## src/rtl/vw_pkg.sv

```systemverilog
package vw_pkg;
  typedef enum logic [1:0] {
    DOM_LINK = 2'd0,
    DOM_PLAT = 2'd1,
    DOM_DSW  = 2'd2
  } vw_dom_e;

  typedef struct packed {
    logic [7:0] idx;
    logic [7:0] body;
  } vw_group_t;

  localparam int WIRES_PER_GROUP = 4;
endpackage

```

## src/rtl/vw_rx_parser.sv

```systemverilog
module vw_rx_parser
  import vw_pkg::*;
#(
  parameter int CNT_W = 8
) (
  input  logic             clk,
  input  logic             link_rst,
  input  logic             rx_valid,
  input  logic             rx_sop,
  input  logic [15:0]      rx_data,
  input  logic [CNT_W-1:0] cfg_max,
  output vw_group_t        grp_q,
  output logic             grp_valid_q,
  output logic             err_q
);
  logic [CNT_W-1:0] remain_q;
  logic [CNT_W-1:0] hdr_cnt;

  assign hdr_cnt = rx_data[CNT_W-1:0];

  always_ff @(posedge clk) begin
    if (link_rst) begin
      remain_q    <= '0;
      grp_valid_q <= 1'b0;
      grp_q       <= '0;
      err_q       <= 1'b0;
    end else begin
      grp_valid_q <= 1'b0;
      if (rx_valid && rx_sop) begin
        if (hdr_cnt > cfg_max) begin
          err_q    <= 1'b1;
          remain_q <= '0;
        end else begin
          remain_q <= hdr_cnt;
        end
      end else if (rx_valid && remain_q != '0) begin
        grp_valid_q <= 1'b1;
        grp_q       <= rx_data;
        remain_q    <= remain_q - 1'b1;
      end
    end
  end

  // the error flag never drops without link reset
  assert_err_sticky_R1: assert property (@(posedge clk) disable iff (link_rst)
    err_q |=> err_q);

  // the error flag only rises right after a header beat
  assert_err_cause_R1: assert property (@(posedge clk) disable iff (link_rst)
    $rose(err_q) |-> $past(rx_valid && rx_sop));

  // a group is only issued while the accepted packet still has groups left
  assert_grp_bounded_R5: assert property (@(posedge clk) disable iff (link_rst)
    grp_valid_q |-> $past(remain_q) != '0);
endmodule

```

## src/rtl/vw_irq_fwd.sv

```systemverilog
module vw_irq_fwd
  import vw_pkg::*;
#(
  parameter int WIRE_BASE = 2
) (
  input  logic       clk,
  input  logic       link_rst,
  input  logic       grp_valid,
  input  vw_group_t  grp,
  output logic       irq_valid_q,
  output logic [7:0] irq_line_q,
  output logic       irq_level_q
);
  always_ff @(posedge clk) begin
    if (link_rst) begin
      irq_valid_q <= 1'b0;
      irq_line_q  <= '0;
      irq_level_q <= 1'b0;
    end else begin
      irq_valid_q <= grp_valid && (grp.idx < 8'(WIRE_BASE));
      irq_line_q  <= {grp.idx[0], grp.body[6:0]};
      irq_level_q <= grp.body[7];
    end
  end

  // every interrupt event is caused by a group issued one cycle earlier
  assert_irq_cause_R4: assert property (@(posedge clk) disable iff (link_rst)
    irq_valid_q |-> $past(grp_valid));
endmodule

```

## src/rtl/vw_wire_bank.sv

```systemverilog
module vw_wire_bank
  import vw_pkg::*;
#(
  parameter int NG        = 4,
  parameter int WIRE_BASE = 2,
  parameter int NW        = NG * WIRES_PER_GROUP,
  parameter logic [NW-1:0]   DIR_MAP = 16'hF00F,
  parameter logic [2*NW-1:0] DOM_MAP = 32'h6A55_0000
) (
  input  logic          clk,
  input  logic          link_rst,
  input  logic          plat_rst,
  input  logic          dsw_rst,
  input  logic          grp_valid,
  input  vw_group_t     grp,
  input  logic [NW-1:0] host_wire_in,
  input  logic [NW-1:0] clr_mask,
  output logic [NW-1:0] wire_q,
  output logic [NW-1:0] pend_q
);
  logic unused_host_in;
  assign unused_host_in = ^(host_wire_in & ~DIR_MAP);

  for (genvar i = 0; i < NW; i++) begin : g_wire
    localparam logic [1:0] DOM  = DOM_MAP[2*i +: 2];
    localparam int         GRP  = i / WIRES_PER_GROUP;
    localparam int         BIT  = i % WIRES_PER_GROUP;
    logic rst_i;

    if (DOM == DOM_PLAT) begin : g_plat
      assign rst_i = plat_rst;
    end else if (DOM == DOM_DSW) begin : g_dsw
      assign rst_i = dsw_rst;
    end else begin : g_link
      assign rst_i = link_rst;
    end

    if (DIR_MAP[i]) begin : g_out
      always_ff @(posedge clk) begin
        if (rst_i) begin
          wire_q[i] <= 1'b0;
          pend_q[i] <= 1'b0;
        end else begin
          wire_q[i] <= host_wire_in[i];
          pend_q[i] <= (pend_q[i] & ~clr_mask[i]) | (host_wire_in[i] ^ wire_q[i]);
        end
      end
    end else begin : g_in
      logic hit;
      assign hit = grp_valid && (grp.idx == 8'(WIRE_BASE + GRP))
                   && grp.body[WIRES_PER_GROUP + BIT];
      always_ff @(posedge clk) begin
        if (rst_i) begin
          wire_q[i] <= 1'b0;
        end else if (hit) begin
          wire_q[i] <= grp.body[BIT];
        end
      end
      assign pend_q[i] = 1'b0;
    end
  end

  // target-driven wires hold still unless a group or a reset came in
  assert_in_stable_R2: assert property (@(posedge clk) disable iff (link_rst)
    (!$past(link_rst) && !$past(plat_rst) && !$past(dsw_rst) && !$past(grp_valid))
    |-> ((wire_q & ~DIR_MAP) == ($past(wire_q) & ~DIR_MAP)));
endmodule

```

## src/rtl/vw_tx_builder.sv

```systemverilog
module vw_tx_builder
  import vw_pkg::*;
#(
  parameter int NG        = 4,
  parameter int WIRE_BASE = 2,
  parameter int NW        = NG * WIRES_PER_GROUP
) (
  input  logic          clk,
  input  logic          link_rst,
  input  logic          tx_start,
  input  logic [NW-1:0] wire_q,
  input  logic [NW-1:0] pend_q,
  output logic [NW-1:0] clr_mask,
  output logic          tx_valid_q,
  output logic [15:0]   tx_data_q,
  output logic          tx_last_q
);
  localparam int PW = (NG > 1) ? $clog2(NG) : 1;

  logic          busy_q;
  logic [NW-1:0] snap_q;
  logic [PW-1:0] ptr_q;
  logic [3:0]    cur_m;
  logic [3:0]    cur_st;
  logic [NW-1:0] hi_bits;

  always_comb begin
    cur_m    = snap_q[WIRES_PER_GROUP*ptr_q +: WIRES_PER_GROUP];
    cur_st   = wire_q[WIRES_PER_GROUP*ptr_q +: WIRES_PER_GROUP];
    hi_bits  = snap_q >> (WIRES_PER_GROUP * (int'(ptr_q) + 1));
    clr_mask = '0;
    if (busy_q) clr_mask[WIRES_PER_GROUP*ptr_q +: WIRES_PER_GROUP] = cur_m;
  end

  always_ff @(posedge clk) begin
    if (link_rst) begin
      busy_q     <= 1'b0;
      snap_q     <= '0;
      ptr_q      <= '0;
      tx_valid_q <= 1'b0;
      tx_data_q  <= '0;
      tx_last_q  <= 1'b0;
    end else begin
      tx_valid_q <= 1'b0;
      tx_last_q  <= 1'b0;
      if (busy_q) begin
        if (cur_m != '0) begin
          tx_valid_q <= 1'b1;
          tx_data_q  <= {8'(WIRE_BASE + int'(ptr_q)), cur_m, cur_st};
          tx_last_q  <= (hi_bits == '0);
        end
        snap_q[WIRES_PER_GROUP*ptr_q +: WIRES_PER_GROUP] <= '0;
        ptr_q <= ptr_q + 1'b1;
        if (hi_bits == '0) busy_q <= 1'b0;
      end else if (tx_start && pend_q != '0) begin
        busy_q <= 1'b1;
        snap_q <= pend_q;
        ptr_q  <= '0;
      end
    end
  end

  // an outgoing beat always reports at least one pending wire
  assert_mask_nonzero_R9: assert property (@(posedge clk) disable iff (link_rst)
    tx_valid_q |-> tx_data_q[7:4] != 4'd0);

  // nothing follows the last beat in the very next cycle
  assert_last_ends_R10: assert property (@(posedge clk) disable iff (link_rst)
    tx_last_q |=> !tx_valid_q);
endmodule

```

## src/rtl/vw_tunnel.sv

```systemverilog
module vw_tunnel
  import vw_pkg::*;
#(
  parameter int NG        = 4,
  parameter int WIRE_BASE = 2,
  parameter int CNT_W     = 8,
  parameter int NW        = NG * WIRES_PER_GROUP,
  parameter logic [NW-1:0]   DIR_MAP = 16'hF00F,
  parameter logic [2*NW-1:0] DOM_MAP = 32'h6A55_0000
) (
  input  logic             clk,
  input  logic             link_rst,
  input  logic             plat_rst,
  input  logic             dsw_rst,
  input  logic [CNT_W-1:0] cfg_max_groups,
  input  logic             rx_valid,
  input  logic             rx_sop,
  input  logic [15:0]      rx_data,
  input  logic [NW-1:0]    host_wire_in,
  input  logic             tx_start,
  output logic             tx_valid,
  output logic [15:0]      tx_data,
  output logic             tx_last,
  output logic [NW-1:0]    wire_state,
  output logic             irq_valid,
  output logic [7:0]       irq_line,
  output logic             irq_level,
  output logic             rx_err
);
  vw_group_t     grp;
  logic          grp_valid;
  logic [NW-1:0] pend;
  logic [NW-1:0] clr_mask;

  vw_rx_parser #(.CNT_W(CNT_W)) u_parser (
    .clk        (clk),
    .link_rst   (link_rst),
    .rx_valid   (rx_valid),
    .rx_sop     (rx_sop),
    .rx_data    (rx_data),
    .cfg_max    (cfg_max_groups),
    .grp_q      (grp),
    .grp_valid_q(grp_valid),
    .err_q      (rx_err)
  );

  vw_irq_fwd #(.WIRE_BASE(WIRE_BASE)) u_irq (
    .clk        (clk),
    .link_rst   (link_rst),
    .grp_valid  (grp_valid),
    .grp        (grp),
    .irq_valid_q(irq_valid),
    .irq_line_q (irq_line),
    .irq_level_q(irq_level)
  );

  vw_wire_bank #(
    .NG(NG), .WIRE_BASE(WIRE_BASE), .NW(NW),
    .DIR_MAP(DIR_MAP), .DOM_MAP(DOM_MAP)
  ) u_bank (
    .clk         (clk),
    .link_rst    (link_rst),
    .plat_rst    (plat_rst),
    .dsw_rst     (dsw_rst),
    .grp_valid   (grp_valid),
    .grp         (grp),
    .host_wire_in(host_wire_in),
    .clr_mask    (clr_mask),
    .wire_q      (wire_state),
    .pend_q      (pend)
  );

  vw_tx_builder #(.NG(NG), .WIRE_BASE(WIRE_BASE), .NW(NW)) u_tx (
    .clk       (clk),
    .link_rst  (link_rst),
    .tx_start  (tx_start),
    .wire_q    (wire_state),
    .pend_q    (pend),
    .clr_mask  (clr_mask),
    .tx_valid_q(tx_valid),
    .tx_data_q (tx_data),
    .tx_last_q (tx_last)
  );
endmodule

```

## config.mk

```make
export PLATFORM = sky130hd
export DESIGN_NAME = vw_tunnel
export DESIGN_NICKNAME = d
export VERILOG_FILES = /design/src/rtl/vw_pkg.sv /design/src/rtl/vw_rx_parser.sv /design/src/rtl/vw_irq_fwd.sv /design/src/rtl/vw_wire_bank.sv /design/src/rtl/vw_tx_builder.sv /design/src/rtl/vw_tunnel.sv
export SDC_FILE = /design/constraint.sdc
export NUM_CORES = 1
export LEC_CHECK = 0
export ABC_AREA = 0
export BUFFER_PORTS_ARGS = -buffer_cell sky130_fd_sc_hd__buf_2
export CELL_PAD_IN_SITES_DETAIL_PLACEMENT = 0
export CELL_PAD_IN_SITES_GLOBAL_PLACEMENT = 1
export CORE_MARGIN = 4
export CORE_UTILIZATION = 40
export DETAILED_ROUTE_END_ITERATION = 16
export GPL_TIMING_DRIVEN = 0
export HOLD_SLACK_MARGIN = 0.1
export PLACE_DENSITY = 0.85
export REMOVE_ABC_BUFFERS = 1
export SYNTH_ARGS = -nofsm -noshare
export SYNTH_HDL_FRONTEND = slang
export SYNTH_SLANG_ARGS = --single-unit
```

## constraint.sdc

```tcl
create_clock -name clk -period 2.59 [get_ports clk]
set_clock_uncertainty 0.05 [all_clocks]
set_input_delay 0.1295 -clock clk [delete_from_list [all_inputs] [get_ports clk]]
set_output_delay 0.1295 -clock clk [all_outputs]
set_load 0.1 [all_outputs]
```

**Yosys cells after proc, flatten, opt, wreduce, memory -nomap -nowiden**

Index checks and enable logic that the tools add are counted.
W data, S select, Z words.

- Flip-flop bits (word level): 97
- Bits of input ports: 47

- Add/sub/neg operators: 5
- $lt $le $gt $ge: 2
- Eq/ne operators: 2
- Shift-type cells: 6
- Muxes and demuxes: 14
- Bitwise logic cells: 36
- Reduce and logical (&&, ||, !) cells: 26

Operators by type and width:

| kind | number |
|---|---|
| $mux W16 | 3 |
| $neg A4 Y34 | 1 |
| $shift A4 B34 Y16 const A | 1 |
| $shiftx A4 B34 Y16 | 1 |
| $shiftx A4 B34 Y16 const A | 1 |
| $shiftx A16 B5 Y4 | 2 |
| $shr A16 B32 Y16 | 1 |
| $mux W8 | 3 |
| $and A16 B16 Y16 | 1 |
| $bwmux W16 | 1 |
| $logic_not A16 Y1 | 1 |
| $reduce_bool A16 Y1 | 1 |
| $logic_and A1 B1 Y1 | 14 |
| $not A1 Y1 | 11 |
| $and A1 B1 Y1 | 8 |
| $eq A8 B2 Y1 const B | 1 |
| $eq A8 B3 Y1 const B | 1 |
| $gt A8 B8 Y1 | 1 |
| $lt A8 B2 Y1 const B | 1 |
| $or A1 B1 Y1 | 8 |
| $reduce_bool A8 Y1 | 1 |
| $sub A8 B1 Y8 const B | 1 |
| $xor A1 B1 Y1 | 8 |
| $reduce_and A2 Y1 | 3 |
| other kinds (9) | 16 |

**Logic depth before layout (Yosys ltp)**

- Depth after elaboration: 7
- Depth in mapped cells: 9
- Gate-level depth less buffers: 7

**Cells and area by module**

From an unflattened synthesis, not the netlist that was laid out.

- Cells, all modules: 496
- Area, all modules: 4548.1 µm²

Modules (own cells, without submodules):

| module | times used | cells each | area each (µm²) | seq. area each (µm²) |
|---|---|---|---|---|
| vw_tx_builder | 1 | 191 | 1824.2 | 640.6 |
| vw_rx_parser | 1 | 172 | 1368.8 | 520.5 |
| vw_wire_bank | 1 | 111 | 1077.3 | 480.5 |
| vw_irq_fwd | 1 | 22 | 277.8 | 200.2 |

**Least setup slack after synthesis**

Ideal clock, no wire load.

- Path type: reg2reg
- Start point: reg u_parser.remain_q[0]
- End point: reg u_parser.remain_q[0]
- Data arrival time: 2.139 ns
- Data required time: 2.473 ns
- Setup slack: 0.334 ns
- Stages on the path, launching flop included: 9
- Period minus slack after synthesis: 2.256 ns
- Path through: dfxtp_1 inv_1 ha_1 or4b_4 or4_1 clkbuf_2 o21a_4 mux2_4 a21oi_2

- Word-level cells in the longest chain between the ends: 3

RTL lines:

| element | RTL line | text |
|---|---|---|
| from (decl) | vw_rx_parser.sv:16 | `logic [CNT_W-1:0] remain_q;` |
| from (signal assigned) | vw_rx_parser.sv:34 | `remain_q <= hdr_cnt;` |
| from (signal assigned) | vw_rx_parser.sv:39 | `remain_q <= remain_q - 1'b1;` |
| $sub A8 B1 Y8 / $reduce_bool A8 Y1 (equally long branches) | vw_rx_parser.sv:39, vw_rx_parser.sv:36 |  |
| $mux W8 / $logic_and A1 B1 Y1 (equally long branches) | vw_rx_parser.sv:36 | `end else if (rx_valid && remain_q != '0) begin` |
| $mux W8 / $reduce_bool A2 Y1 (equally long branches) | - |  |

Several ways; a longest one is shown, not always the timed one. The select of a mux whose other input is x is not followed.
A chain may end at the register's enable or synchronous reset.

**Worst setup path in the final report**

Ends and elaborated chain as after synthesis.

==> results_dict.tcl <==
set metrics [dict create \
    track_usage_pct 17.1 \
    relSlewSlack_pct 12.6 \
    place_congestion 0.841 \
    hold_path.class "input port to flip-flop" \
    cp_cell_sequence "inv_1 -> ha_1 -> or4b_4 -> or4_1 -> o21a_4 -> mux2_4 -> a21oi_2" \
    postRouteAntennaNets 0 \
    die_h_um 104 \
    htree_levels 3 \
    post-route-min-period_ns 2.47 \
    hold_end "u_parser.remain_q[5]" \
    finalPower_uw 2880 \
    overflow 0 \
    grt_max_degree 72 \
    root_buffer "clkbuf_8" \
    vias 3253 \
    ys_types 56 \
    area_growth_pct 25.2 \
    crit_path_max_incr_delay_ns 0.58 \
    drt-total-wl_um 9190 \
    drc 0 \
    grt_pass1_vias 3208 \
    utilization_pct 52.5 \
    clk_pin_slew_ns 0.08 \
    cts.path.max_buffers 2 \
    synth_top_area_cell "dfxtp_1" \
    outcome "complete, no violations" \
    endpoint_kind "flip-flop" \
    regArea_um2 1680 \
    critPathArrivalTime_ns 2.69 \
    hpwlAfterDp_um 6480 \
    clock_latency_ns 0.35 \
    core_um2 8850 \
    synthCells 405 \
    fmaxAchievable_mhz 404 \
    min_path_cells 3 \
    reg2reg_from "u_parser.remain_q[0]" \
    cts_sinks 84 \
    synth_top_cell_area_share_pct 45.4 \
    ys_ff_latch 84 \
    synth.most_common_cell "dfxtp_1" \
    cts_made_buffers 9 \
    worstSetupStartpointType "flip-flop" \
    port_buffers 78 \
    slowest_stage "or4_1" \
    grt_setup_unrepaired "no" \
    grt_pass1_wl_um 15400 \
    yosysWarnings 0 \
    start_util_pct 41.9 \
    cts_tree "yes" \
    die-area_um2 10900 \
    slew_violations 0 \
    rows 34 \
    tightest_slew_ns 1.31 \
    switching_share_pct 31.9 \
    drtIter0Drc 97 \
    critPathRequiredTime_ns 2.81 \
    drive_above_1_share_pct 21.9 \
    crit_fanout 7 \
    antenna_found_initial 0 \
    synth-main-ff-cell "dfxtp_1" \
    drtPass1Iterations 4 \
    pwr-share-seq_pct 49.9 \
    fin_nets 565 \
    fillers 841 \
    vdd_drop_max_mv 0.322 \
    maxCapViolCount 0 \
    avgRoutedWirePerCell_um 14.8 \
    p_int_uw 1960 \
    synth_commonest_cells "dfxtp_1, nand2_1, a21oi_1" \
    switchingPower_uw 920 \
    r2r_slack_ns 0.12 \
    worstHoldStart "rx_sop" \
    multi_input_area_um2 1890 \
    finalHoldViolCount 0 \
    power.density_nw_per_um2 621 \
    ys_seq_area_share_pct 45.4 \
    diodes 0 \
    io_pins 92 \
    crit_type "flip-flop to flip-flop" \
    p_comb_share_pct 21.2 \
    finalCritPeriodShare_pct 95.5 \
    synth.avg_cell_area_um2 9.15 \
    power.leakage_uw 0.00201 \
    setup_viol 0 \
    via_per_inst 5.26 \
    r2r-end "u_parser.remain_q[0]" \
    netlist_top_cells_area "dfxtp_1, a21oi_1, nand2_1" \
    netlist_area_um2 3710 \
    die_w_um 104 \
    clockPowerShare_pct 28.9 \
    synth_edf_count 0 \
    synthArstFlopShare_pct 0 \
    r2r.worst_path.cells 7 \
]
cell type report:
cell class,instances,share of cell area (%)
Inverter,13,1.05
Tap cell,108,2.91
Clock buffer,13,3.21
Sequential cell,84,36.3
Timing Repair Buffer,111,15.4
Multi-Input combinational cell,287,40.7
Clock inverter,3,0.485
power by group through the flow:
stage,registers [uW],logic [uW],clock network (uW)
after floorplan,1580,294,0
after global placement,1460,556,0
after detailed placement,1470,567,0
after CTS,1440,608,858
after global routing,1450,665,917
final,1440,612,832
critical path: cells and delay by family, from the launching register on:
kind	cells	cell delay (ns)
AND/OR/NAND/NOR	2	1.08
AO/OA/AOI/OAI	2	0.39
multiplexers	1	0.26
flip-flops	1	0.35
buffers and inverters	1	0.07
adder cells (fa/ha/maj)	1	0.19
layout by cell type (no fill, tap or decap), types with 11 or more instances in the layout:
cell,n
dfxtp_1,82
buf_2,78
nand2_1,54
a21oi_1,43
dlygate4sd3_1,31
nor2_1,29
nor2b_1,19
mux2i_1,17
inv_1,13
ha_1,12
nand3b_1,11
xnor2_1,11
metal layers:
layer  vias to the layer above  share of wire, %  global-route usage, %
li1                       1607                 -                      -
met1                      1530                43                   20.9
met2                       102                51                   29.6
met3                        14               5.0                   4.59
met4                         0               1.4                   5.03
met5                         -                 0                      0
worst max path at each step:
| stage | start | slack [ns] | cells after the start | endpoint |
|---|---|---|---|---|
| final | u_parser.remain_q[0] | 0.12 | 7 | u_parser.remain_q[0] |
| after global routing | u_tx.ptr_q[0] | 0.01 | 7 | u_bank.pend_q[12] |
| after CTS | u_parser.remain_q[0] | 0.003 | 7 | u_parser.remain_q[0] |
| after detailed placement | u_tx.ptr_q[1] | -0.10 | 5 | u_tx.tx_data_q[10] |
| after global placement | u_tx.ptr_q[1] | -0.51 | 5 | u_tx.tx_data_q[1] |
| after floorplan | u_tx.ptr_q[1] | 0.19 | 5 | u_tx.tx_data_q[0] |
what timing repair did:
action | in CTS | in global routing
endpoints found under the hold margin | 50 | 0
pin swaps | 1 | 0
setup buffers | 2 | 0
hold buffers | 31 | 0
resized for setup | 0 | 4
endpoints found under the setup margin | 7 | 20
flip-flops by register name, indices dropped and copies added, names as in the netlist:
signal,flops
u_tx.ptr_q,2
u_tx.tx_valid_q,1
u_irq.irq_level_q,1
u_parser.remain_q,8
u_bank.wire_q,16
u_tx.tx_data_q,11
u_parser.err_q,1
u_parser.grp_q,16
u_parser.grp_valid_q,1
u_bank.pend_q,8
u_tx.snap_q,8
u_irq.irq_valid_q,1
u_tx.tx_last_q,1
u_irq.irq_line_q,8
u_tx.busy_q,1
through the flow:
step / hold slack (ns) / setup WS [ns] / area, um2 / std cells / setup TNS, ns
global placement: 0.323 / -0.513 / 4120 / 570 / -5.70
detailed placement: 0.324 / -0.100 / 4130 / 570 / -0.525
floorplan: 0.142 / 0.187 / 3590 / 384 / 0
CTS: 0.162 / 0.00349 / 4630 / 619 / 0
global route: 0.204 / 0.0124 / 4640 / 619 / 0
finish: 0.205 / 0.116 / 4640 / 619 / 0
kinds of logic after synthesis:
kind of cell	synth area share [%]
AOI/OAI and AO/OA	14.4
xor gates and xnor gates	3.07
adders and majority gates	4.05
buffers and inverters	4.83
DFF	45.4
muxes	7.42
other	0.101
and+or+nand+nor	20.8
Note: power is estimated with default switching activity, not from simulation.
